**src/rtl/mw_pkg.sv**
```systemverilog
package mw_pkg;

    localparam int DW      = 16;
    localparam int NCS     = 4;
    localparam int CNT_W   = 5;
    localparam int CFG_W   = 6;
    localparam int BASE_CW = 4;
    localparam int HALF_CW = 3;

    localparam logic [3:0] A_DATA  = 4'h0;
    localparam logic [3:0] A_CTRL  = 4'h2;
    localparam logic [3:0] A_SEL01 = 4'h4;
    localparam logic [3:0] A_SEL23 = 4'h6;
    localparam logic [3:0] A_CLK   = 4'h8;

    localparam int F_RD    = 0;
    localparam int F_WR    = 5;
    localparam int F_IDX   = 10;
    localparam int F_ASSERT = 12;
    localparam int F_START = 13;

    typedef enum logic [1:0] {PH_IDLE, PH_TX, PH_RX} phase_e;

    typedef struct packed {
        logic       spare;
        logic [1:0] div;
        logic       level;
        logic       tx_fall;
        logic       rx_fall;
    } sel_cfg_t;

    function automatic logic [BASE_CW-1:0] base_ratio(input logic [1:0] code);
        case (code)
            2'd0:    return BASE_CW'(2);
            2'd1:    return BASE_CW'(4);
            2'd2:    return BASE_CW'(7);
            default: return BASE_CW'(10);
        endcase
    endfunction

    function automatic logic [HALF_CW-1:0] half_ratio(input logic [1:0] code);
        case (code)
            2'd0:    return HALF_CW'(1);
            2'd1:    return HALF_CW'(2);
            default: return HALF_CW'(4);
        endcase
    endfunction

    function automatic logic [CNT_W-1:0] clamp_cnt(input logic [CNT_W-1:0] n);
        return (n > CNT_W'(DW)) ? CNT_W'(DW) : n;
    endfunction

endpackage

```
**src/rtl/mw_prescale.sv**
```systemverilog
module mw_prescale
    import mw_pkg::*;
#(
    parameter int BW = BASE_CW,
    parameter int HW = HALF_CW
) (
    input  logic       clk,
    input  logic       rst,
    input  logic       run,
    input  logic [1:0] base_code,
    input  logic [1:0] half_code,
    output logic       half_tick
);
    logic [BW-1:0] bcnt, blim;
    logic [HW-1:0] hcnt, hlim;
    logic          btick;

    assign blim      = BW'(base_ratio(base_code)) - BW'(1);
    assign hlim      = HW'(half_ratio(half_code)) - HW'(1);
    assign btick     = run && (bcnt == blim);
    assign half_tick = btick && (hcnt == hlim);

    always_ff @(posedge clk) begin
        if (rst || !run) begin
            bcnt <= '0;
            hcnt <= '0;
        end else begin
            bcnt <= btick ? '0 : bcnt + BW'(1);
            if (btick)
                hcnt <= half_tick ? '0 : hcnt + HW'(1);
        end
    end
endmodule

```
**src/rtl/mw_shift.sv**
```systemverilog
module mw_shift
    import mw_pkg::*;
#(
    parameter int DATA_W = DW,
    parameter int CW     = CNT_W
) (
    input  logic              clk,
    input  logic              rst,
    input  logic              start,
    input  logic [CW-1:0]     wr_n,
    input  logic [CW-1:0]     rd_n,
    input  logic [DATA_W-1:0] tx_word,
    input  logic              half_tick,
    input  logic              tx_fall,
    input  logic              rx_fall,
    input  logic              sdi,
    output logic              sclk,
    output logic              sdo,
    output logic              running,
    output logic              done,
    output logic              rx_done,
    output logic [DATA_W-1:0] rx_word
);
    phase_e            ph;
    logic [CW-1:0]     bitn, wr_q, rd_q, phase_len;
    logic [DATA_W-1:0] txsh, rxsh;
    logic              sclk_q, sdo_q, done_q, rx_done_q, last_bit;

    assign phase_len = (ph == PH_TX) ? wr_q : rd_q;
    assign last_bit  = (bitn + CW'(1)) == phase_len;

    always_ff @(posedge clk) begin
        if (rst) begin
            ph        <= PH_IDLE;
            bitn      <= '0;
            wr_q      <= '0;
            rd_q      <= '0;
            txsh      <= '0;
            rxsh      <= '0;
            sclk_q    <= 1'b0;
            sdo_q     <= 1'b0;
            done_q    <= 1'b0;
            rx_done_q <= 1'b0;
        end else begin
            done_q    <= 1'b0;
            rx_done_q <= 1'b0;
            if (ph == PH_IDLE) begin
                if (start) begin
                    ph     <= (wr_n != '0) ? PH_TX : PH_RX;
                    wr_q   <= wr_n;
                    rd_q   <= rd_n;
                    txsh   <= tx_word;
                    rxsh   <= '0;
                    bitn   <= '0;
                    sclk_q <= 1'b0;
                    sdo_q  <= 1'b0;
                end
            end else if (half_tick) begin
                sclk_q <= ~sclk_q;
                if (!sclk_q) begin
                    if (ph == PH_TX && !tx_fall) begin
                        sdo_q <= txsh[DATA_W-1];
                        txsh  <= {txsh[DATA_W-2:0], 1'b0};
                    end
                    if (ph == PH_RX && !rx_fall)
                        rxsh <= {rxsh[DATA_W-2:0], sdi};
                end else begin
                    if (ph == PH_TX && tx_fall)
                        txsh <= {txsh[DATA_W-2:0], 1'b0};
                    if (ph == PH_RX && rx_fall)
                        rxsh <= {rxsh[DATA_W-2:0], sdi};
                    if (last_bit) begin
                        bitn <= '0;
                        if (ph == PH_TX && rd_q != '0) begin
                            ph <= PH_RX;
                        end else begin
                            ph        <= PH_IDLE;
                            done_q    <= 1'b1;
                            rx_done_q <= (ph == PH_RX);
                        end
                    end else begin
                        bitn <= bitn + CW'(1);
                    end
                end
            end
        end
    end

    assign sclk    = sclk_q;
    assign sdo     = (ph == PH_TX) ? (tx_fall ? txsh[DATA_W-1] : sdo_q) : 1'b0;
    assign running = (ph != PH_IDLE);
    assign done    = done_q;
    assign rx_done = rx_done_q;
    assign rx_word = rxsh;
endmodule

```
**src/rtl/mw_csel.sv**
```systemverilog
module mw_csel
    import mw_pkg::*;
#(
    parameter int N_SEL = NCS,
    localparam int IDX_W = $clog2(N_SEL)
) (
    input  logic             act,
    input  logic [IDX_W-1:0] idx,
    input  logic [N_SEL-1:0] level,
    output logic [N_SEL-1:0] cs_out
);
    for (genvar i = 0; i < N_SEL; i++) begin : g_line
        assign cs_out[i] = (act && idx == IDX_W'(i)) ? level[i] : ~level[i];
    end
endmodule

```
**src/rtl/mw_master.sv**
```systemverilog
module mw_master
    import mw_pkg::*;
#(
    parameter int DATA_W = DW,
    parameter int N_SEL  = NCS,
    parameter int CW     = CNT_W
) (
    input  logic              clk,
    input  logic              rst,
    input  logic [3:0]        bus_addr,
    input  logic              bus_we,
    input  logic              bus_re,
    input  logic [DATA_W-1:0] bus_wdata,
    output logic [DATA_W-1:0] bus_rdata,
    output logic              sclk,
    output logic              sdo,
    input  logic              sdi,
    output logic [N_SEL-1:0]  cs_out
);
    localparam int IDX_W = $clog2(N_SEL);

    sel_cfg_t          sel_cfg [N_SEL];
    logic [N_SEL-1:0]  lvl_vec;
    logic [DATA_W-1:0] data_q, rx_word;
    logic [CW-1:0]     rd_cnt_q, wr_cnt_q, rd_eff, wr_eff;
    logic [IDX_W-1:0]  idx_q, cs_idx_q, wr_idx;
    logic              cs_act_q, cs_busy_q, rdy_q, clk_en_q;
    logic [1:0]        base_code_q, x_div_q;
    logic              x_txf_q, x_rxf_q;
    logic              xfer_busy, done, rx_done, half_tick, busy;
    logic              wr_ctl, start_go;

    assign busy   = xfer_busy || done || cs_busy_q;
    assign wr_ctl = bus_we && (bus_addr == A_CTRL) && !busy;
    assign rd_eff = clamp_cnt(bus_wdata[F_RD +: CW]);
    assign wr_eff = clamp_cnt(bus_wdata[F_WR +: CW]);
    assign wr_idx = bus_wdata[F_IDX +: IDX_W];
    assign start_go = wr_ctl && bus_wdata[F_START] && ((rd_eff | wr_eff) != '0);

    for (genvar i = 0; i < N_SEL; i++) begin : g_sel
        localparam logic [3:0] ADDR = 4'(int'(A_SEL01) + 2 * (i / 2));
        localparam int OFS = (i % 2) * CFG_W;
        sel_cfg_t cfg_q;
        always_ff @(posedge clk) begin
            if (rst)
                cfg_q <= '0;
            else if (bus_we && bus_addr == ADDR)
                cfg_q <= sel_cfg_t'(bus_wdata[OFS +: CFG_W]);
        end
        assign sel_cfg[i] = cfg_q;
        assign lvl_vec[i] = cfg_q.level;
    end

    always_ff @(posedge clk) begin
        if (rst) begin
            data_q      <= '0;
            rd_cnt_q    <= '0;
            wr_cnt_q    <= '0;
            idx_q       <= '0;
            cs_idx_q    <= '0;
            cs_act_q    <= 1'b0;
            cs_busy_q   <= 1'b0;
            rdy_q       <= 1'b0;
            clk_en_q    <= 1'b0;
            base_code_q <= '0;
            x_div_q     <= '0;
            x_txf_q     <= 1'b0;
            x_rxf_q     <= 1'b0;
        end else begin
            cs_busy_q <= 1'b0;
            if (bus_we && bus_addr == A_CLK)
                {base_code_q, clk_en_q} <= bus_wdata[2:0];
            if (bus_we && bus_addr == A_DATA && !busy)
                data_q <= bus_wdata;
            if (wr_ctl) begin
                rd_cnt_q <= bus_wdata[F_RD +: CW];
                wr_cnt_q <= bus_wdata[F_WR +: CW];
                idx_q    <= wr_idx;
                if (bus_wdata[F_START]) begin
                    if (start_go) begin
                        x_div_q <= sel_cfg[wr_idx].div;
                        x_txf_q <= sel_cfg[wr_idx].tx_fall;
                        x_rxf_q <= sel_cfg[wr_idx].rx_fall;
                    end
                end else begin
                    cs_act_q  <= bus_wdata[F_ASSERT];
                    cs_idx_q  <= wr_idx;
                    cs_busy_q <= 1'b1;
                end
            end
            if (rx_done)
                data_q <= rx_word;
            if (rx_done)
                rdy_q <= 1'b1;
            else if (start_go || (bus_re && bus_addr == A_DATA))
                rdy_q <= 1'b0;
        end
    end

    always_comb begin
        case (bus_addr)
            A_DATA:  bus_rdata = data_q;
            A_CTRL:  bus_rdata = DATA_W'({rdy_q, busy, 1'b0, cs_act_q, idx_q, wr_cnt_q, rd_cnt_q});
            A_SEL01: bus_rdata = DATA_W'({sel_cfg[1], sel_cfg[0]});
            A_SEL23: bus_rdata = DATA_W'({sel_cfg[3], sel_cfg[2]});
            A_CLK:   bus_rdata = DATA_W'({base_code_q, clk_en_q});
            default: bus_rdata = '0;
        endcase
    end

    mw_prescale u_pre (
        .clk       (clk),
        .rst       (rst),
        .run       (clk_en_q && xfer_busy),
        .base_code (base_code_q),
        .half_code (x_div_q),
        .half_tick (half_tick)
    );

    mw_shift #(.DATA_W(DATA_W), .CW(CW)) u_shift (
        .clk       (clk),
        .rst       (rst),
        .start     (start_go),
        .wr_n      (wr_eff),
        .rd_n      (rd_eff),
        .tx_word   (data_q),
        .half_tick (half_tick),
        .tx_fall   (x_txf_q),
        .rx_fall   (x_rxf_q),
        .sdi       (sdi),
        .sclk      (sclk),
        .sdo       (sdo),
        .running   (xfer_busy),
        .done      (done),
        .rx_done   (rx_done),
        .rx_word   (rx_word)
    );

    mw_csel #(.N_SEL(N_SEL)) u_csel (
        .act    (cs_act_q),
        .idx    (cs_idx_q),
        .level  (lvl_vec),
        .cs_out (cs_out)
    );
endmodule

```
**config.mk**
```make
export PLATFORM = sky130hd
export DESIGN_NAME = mw_master
export DESIGN_NICKNAME = d
export VERILOG_FILES = /design/src/rtl/mw_pkg.sv /design/src/rtl/mw_prescale.sv /design/src/rtl/mw_shift.sv /design/src/rtl/mw_csel.sv /design/src/rtl/mw_master.sv
export SDC_FILE = /design/constraint.sdc
export NUM_CORES = 1
export LEC_CHECK = 0
export CAP_MARGIN = 10
export CORE_ASPECT_RATIO = 1.75
export CORE_UTILIZATION = 57
export CTS_BUF_LIST = sky130_fd_sc_hd__clkbuf_16
export CTS_CLUSTER_SIZE = 40
export DETAILED_ROUTE_END_ITERATION = 8
export DONT_BUFFER_PORTS = 1
export GPL_ROUTABILITY_DRIVEN = 0
export PLACE_DENSITY = 0.81
export SYNTH_ARGS = -nofsm -noshare
export SYNTH_HDL_FRONTEND = slang
export SYNTH_SLANG_ARGS = --single-unit
```
**constraint.sdc**
```tcl
create_clock -name clk -period 2.3 [get_ports clk]
set_clock_uncertainty 0.05 [all_clocks]
set_input_delay 0.575 -clock clk [delete_from_list [all_inputs] [get_ports clk]]
set_output_delay 0.575 -clock clk [all_outputs]
set_load 0.01 [all_outputs]
```
## After elaboration in Yosys (flattened, before gate mapping)

Cells that the tools add are included.

| word-level totals | value |
|---|---|
| register bits | 124 |
| input port bits | 25 |
| output and inout port bits | 22 |

| operators by class | value |
|---|---|
| reduce and logical (&&, ||, !) cells | 60 |
| muxes and demuxes | 53 |
| bitwise logic cells | 11 |
| add/subtract/negate cells | 5 |
| eq/ne operators | 19 |
| magnitude comparators | 3 |

Operators with widths:

| kind | number |
|---|---|
| $mux W16 | 14 |
| $pmux W16 S5 | 1 |
| $mux W5 | 10 |
| $logic_and A1 B1 Y1 | 22 |
| $mux W1 | 17 |
| $reduce_and A4 Y1 | 4 |
| $reduce_bool A5 Y1 | 3 |
| $mux W2 | 7 |
| $reduce_bool A2 Y1 | 7 |
| $bmux W6 S2 | 1 |
| $pmux W4 S3 | 1 |
| $gt A5 B5 Y1 const B | 2 |
| $not A1 Y1 | 9 |
| $eq A2 B1 Y1 const B | 4 |
| $eq A2 B2 Y1 const B | 4 |
| $eq A4 B3 Y1 const B | 2 |
| $logic_not A2 Y1 | 4 |
| $ne A3 B3 Y1 const B | 2 |
| $pmux W3 S2 | 1 |
| $reduce_and A2 Y1 | 3 |
| $reduce_and A3 Y1 | 2 |
| $reduce_bool A3 Y1 | 2 |
| $reduce_or A6 Y1 | 1 |
| $add A5 B1 Y5 const B | 1 |
| other kinds (19) | 27 |

## Longest topological paths before layout

| logic depth | value |
|---|---|
| depth after elaboration | 10 |
| depth in mapped cells | 9 |
| depth with buffers taken out | 8 |

## Hierarchy

A second synthesis with hierarchy kept.

| unflattened totals | value |
|---|---|
| cells, all modules | 686 |
| area total of the unflattened synthesis | 5868.1 sq um |

Modules (own cells, without submodules):

| module | cells each | area each (sq um) | times used |
|---|---|---|---|
| mw_master | 352 | 3046.7 | 1 |
| mw_shift | 279 | 2282.2 | 1 |
| mw_prescale | 47 | 471.7 | 1 |
| mw_csel | 8 | 67.6 | 1 |

## Least setup slack after synthesis

No wires, ideal clock.

| timing | value |
|---|---|
| kind | in2reg |
| start point | input port bus_wdata[4] |
| end point | register u_shift.txsh[15] |
| path buffers | 2 |
| stages on the path | 7 |
| data required time | 2.159 ns |
| data arrival time | 2.240 ns |
| setup slack | -0.081 ns |
| setup time | 0.091 ns |
| path through | clkbuf_1 or4_1 nor4_2 nor3b_4 o21a_1 buf_2 a311oi_1 |

| between the ends | value |
|---|---|
| word-level cells in the longest chain between the ends | 7 |

Ends and longest elaborated chain:

| element | RTL line | text |
|---|---|---|
| start, declared | mw_master.sv:13 | `input logic [DATA_W-1:0] bus_wdata,` |
| $gt A5 B5 Y1 | mw_pkg.sv:50 | `return (n > CNT_W'(DW)) ? CNT_W'(DW) : n;` |
| $mux W5 * | mw_pkg.sv:50 |  |
| $or A5 B5 Y5 * | mw_master.sv:38 | `assign start_go = wr_ctl && bus_wdata[F_START] && ((rd_eff \| wr_eff) != '0);` |
| $reduce_bool A5 Y1 * | mw_master.sv:38 |  |
| $logic_and A1 B1 Y1 * | mw_master.sv:38 |  |
| $ne A2 B2 Y1 (no line) * | -- |  |
| $reduce_and A4 Y1 (no line) * | -- |  |
| end signal, assigned | mw_shift.sv:52 | `txsh <= tx_word;` |
| end signal, assigned | mw_shift.sv:63 | `txsh <= {txsh[DATA_W-2:0], 1'b0};` |
| end signal, assigned | mw_shift.sv:69 | `txsh <= {txsh[DATA_W-2:0], 1'b0};` |
| end, declared | mw_shift.sv:26 | `logic [DATA_W-1:0] txsh, rxsh;` |

Every way passes the cells marked *; elsewhere a longest branch is shown, timed or not.
A chain may end at the register's enable or synchronous reset.

## Final worst setup path

| timing | value |
|---|---|
| start point | register base_code_q[0] |
| end point | register u_shift.rxsh[7] (netlist: u_shift.rx_word[7]) |

| between the ends | value |
|---|---|
| word-level cells in the longest chain between the ends | 8 |

Ends and longest elaborated chain:

| element | RTL line | text |
|---|---|---|
| start, declared | mw_master.sv:28 | `logic [1:0] base_code_q, x_div_q;` |
| start signal, assigned | mw_master.sv:72 | `{base_code_q, clk_en_q} <= bus_wdata[2:0];` |
| $eq A2 B2 Y1, or another cell as far along | mw_pkg.sv:33 | `case (code)` |
| $pmux W4 S3 * | mw_pkg.sv:33 |  |
| $sub A4 B1 Y4 * | mw_prescale.sv:18 | `assign blim = BW'(base_ratio(base_code)) - BW'(1);` |
| $eq A4 B4 Y1 * | mw_prescale.sv:20 | `assign btick = run && (bcnt == blim);` |
| $logic_and A1 B1 Y1 * | mw_prescale.sv:20 |  |
| $logic_and A1 B1 Y1 * | mw_prescale.sv:21 | `assign half_tick = btick && (hcnt == hlim);` |
| $reduce_bool A2 Y1 (no line) * | -- |  |
| $reduce_and A4 Y1 (no line) * | -- |  |
| end signal, assigned | mw_shift.sv:66 | `rxsh <= {rxsh[DATA_W-2:0], sdi};` |
| end signal, assigned | mw_shift.sv:71 | `rxsh <= {rxsh[DATA_W-2:0], sdi};` |
| end, declared | mw_shift.sv:26 |  |

Marked as above.

==> results.sh <==
export IMPL_layout_setup_ws_ns=-0.0634
export IMPL_synth_top_area_cell="dfxtp_1"
export IMPL_area_delta_synth_final_pct=20.8
export IMPL_cts_buffers=17
export IMPL_clockRootBuffer="clkbuf_16"
export IMPL_ios=47
export IMPL_criticalPathCategory="reg -> reg"
export IMPL_power_frac_clock=0.512
export IMPL_peakVddDrop_uv=694
export IMPL_power_switching_share=0.224
export IMPL_worst_hold_slack_ns=0.165
export IMPL_synthCells=683
export IMPL_status="finished, violations left"
export IMPL_overflow=0
export IMPL_cp_data_required_time_ns=2.60
export IMPL_crit_end="u_shift.rx_word[7]"
export IMPL_wl_per_cell_um=20.5
export IMPL_coreArea_um2=9790
export IMPL_fmax_mhz=423
export IMPL_die_h_um=134
export IMPL_vias_per_cell=6.48
export IMPL_max_cap_violations=0
export IMPL_yosysMostFrequentCell="nand2_1"
export IMPL_ant_nets=0
export IMPL_drive_gt1_frac=0.184
export IMPL_synth_seq_cells=124
export IMPL_synth_area_top_cells="dfxtp_1, nand2_1, a21oi_1, mux2i_1, nor2_1"
export IMPL_fin_nets=729
export IMPL_synth_flop_cell="dfxtp_1"
export IMPL_p_int_mw=3.68
export IMPL_insertion_delay_ns=0.43
export IMPL_cts_sinks=124
export IMPL_grt_max_degree=122
export IMPL_synth_edf_count=0
export IMPL_vias=5424
export IMPL_r2r_start="base_code_q[0]"
export IMPL_rsz0062_at_grt="yes"
export IMPL_die_w_um=77.7
export IMPL_synth_area_um2=5720
export IMPL_finalSetupTns_ns=-0.0895
export IMPL_tightest_slew_ns=0.541
export IMPL_htreeDepth=4
export IMPL_hold_class="in -> reg"
export IMPL_violations="setup timing"
export IMPL_cts_buffer_depth=2
export IMPL_cts_tree="built"
export IMPL_post_route_period_util=1.03
export IMPL_antenna_found_initial=0
export IMPL_die_area_um2=10400
export IMPL_synth_fp_nets=713
export IMPL_drt_wl_total_um=17100
export IMPL_rrSetupSlack_ns=-0.06
export IMPL_drt_iter0_markers=570
export IMPL_seqPwrFrac=0.461
export IMPL_grt_pass1_wl_um=25100
export IMPL_ys_seq_area_frac=0.434
export IMPL_comb_power_share=0.027
export IMPL_start_util=0.584
export IMPL_powerDensity_nw_per_um2=687
export IMPL_ff2ff_path_depth=11
export IMPL_async_reset_ff_frac=0
export IMPL_setup_viol=5
export IMPL_port_buffers=0
export IMPL_crit_path_end_kind="flip-flop"
export IMPL_start_kind="flip-flop"
export IMPL_antenna_cells=0
export IMPL_rows=48
export IMPL_yosys_warnings=0
export IMPL_grt_pass1_vias=5156
export IMPL_critPathLaunch="base_code_q[0]"
export IMPL_syn_avg_cell_area_um2=8.37
export IMPL_synthDistinctLibCells=54
export IMPL_p_sw_mw=1.06
export IMPL_grtUsageTotal=0.314
export IMPL_slew_headroom=0.639
export IMPL_slew_viol_final=0
export IMPL_first_pass_iters=7
export IMPL_nFillCells=667
export IMPL_synthTopCellsByCount="nand2_1, dfxtp_1, a21oi_1"
export IMPL_min_period_ns=2.36
export IMPL_dp_hpwl_um=10600
export IMPL_clkTransAtPathRegs_ns=0.06
export IMPL_hold_viol=0
export IMPL_drc=0
export IMPL_crit_path_max_fanout=8
export IMPL_hold_buffers=0
export IMPL_leakage_nw=2.38
export IMPL_synth_top_area_frac=0.434
export IMPL_r2r_end="u_shift.rx_word[7]"
export IMPL_crit_arrival_ns=2.66
per-layer routing:
layer / share of wire / up-vias / global-route usage
li1: - / 2448 / -
met1: 0.35 / 2574 / 0.330
met2: 0.51 / 313 / 0.555
met3: 0.079 / 89 / 0.0777
met4: 0.059 / 0 / 0.192
met5: 0 / - / 0
worst max-delay path, cell delays in order (launching register included):
cell	delay, ns
dfxtp_2	0.35
inv_2	0.05
ha_4	0.25
xor2_1	0.14
nand4_1	0.16
nor4_4	0.38
buf_4	0.19
buf_6	0.11
o21a_4	0.16
clkbuf_16	0.17
nand3_2	0.09
a21oi_2	0.17
cell type report:
class                      count  area [µm²]  area share
tap                          125         156      0.0227
sequential                   124        2480       0.360
clock buffer                  17         425      0.0616
timing repair buffer          47         488      0.0707
multi-input combinational    504        3220       0.467
clock inverter                15         110      0.0159
inverter                       5        18.8     0.00272
logic make-up after synthesis:
group	after synthesis	share of synthesized area
AND/OR/NAND/NOR	297	0.244
AO/OA/AOI/OAI	143	0.165
flip-flops	124	0.434
buffers and inverters	55	0.0383
multiplexers	38	0.0753
XOR/XNOR	21	0.0322
adder cells (fa/ha/maj)	5	0.0109
power groups by stage:
stage | registers [mW] | logic, mW | clock network [mW]
5_1_grt | 2.19 | 0.136 | 2.52
2_1_floorplan | 2.22 | 0.121 | 0
6_report | 2.19 | 0.128 | 2.43
4_1_cts | 2.18 | 0.118 | 2.43
3_5_place_dp | 2.23 | 0.116 | 0
3_3_place_gp | 2.23 | 0.112 | 0
placed cells by master, fill, tap and decap left out, types with 5 or more instances in the layout:
cell	count
nand2_1	158
dfxtp_1	123
nor2_1	63
a21oi_1	54
buf_4	36
mux2i_1	34
clkbuf_16	20
a211oi_1	16
a21oi_2	15
nand3_2	13
a311oi_1	13
a222oi_1	12
xnor2_1	12
nand3_1	12
nand3b_1	11
xor2_1	9
o21ai_0	7
inv_1	6
buf_12	6
clkinv_1	5
timing repair:
item	in CTS	in global routing
endpoints found under the setup margin	35	38
hold endpoints to repair	0	0
setup buffers	2	4
gates resized for setup	4	38
pin swaps	3	23
cloned	0	4
how the worst min path moves through the flow:
stage	depth (start not counted)	endpoint	slack [ns]	from
after floorplan	2	u_shift.wr_q[4]	0.38	u_shift.wr_q[4]
after global placement	2	u_shift.wr_q[4]	0.38	u_shift.wr_q[4]
after detailed placement	2	g_sel[3].cfg_q[5]	0.40	g_sel[3].cfg_q[5]
after CTS	1	base_code_q[0]	0.17	rst
after global routing	1	u_shift.rd_q[0]	0.16	rst
final	1	u_shift.wr_q[0]	0.17	rst
registers in the layout (all words and copies together), names as in the netlist, 2 cells and up:
register and flops:
base_code_q 2, cs_idx_q 2, data_q 16, g_sel.cfg_q 24, idx_q 2, rd_cnt_q 5
u_pre.bcnt 4, u_pre.hcnt 3, u_shift.bitn 5, u_shift.ph 2, u_shift.rd_q 5, u_shift.rx_word 16
u_shift.txsh 16, u_shift.wr_q 5, wr_cnt_q 5, x_div_q 2
through the flow:
stage	setup slack, ns	std cells	util	total power, mW	instance area, µm²
after global routing	-0.133	837	0.705	4.85	6900
after detailed placement	-0.136	795	0.618	2.35	6050
after global placement	-0.0462	795	0.618	2.34	6050
after floorplan	-0.0150	683	-	2.35	5750
final	-0.0634	837	0.705	4.75	6900
after CTS	0.0167	829	0.676	4.73	6620
Power figures use the tool's default switching activity.
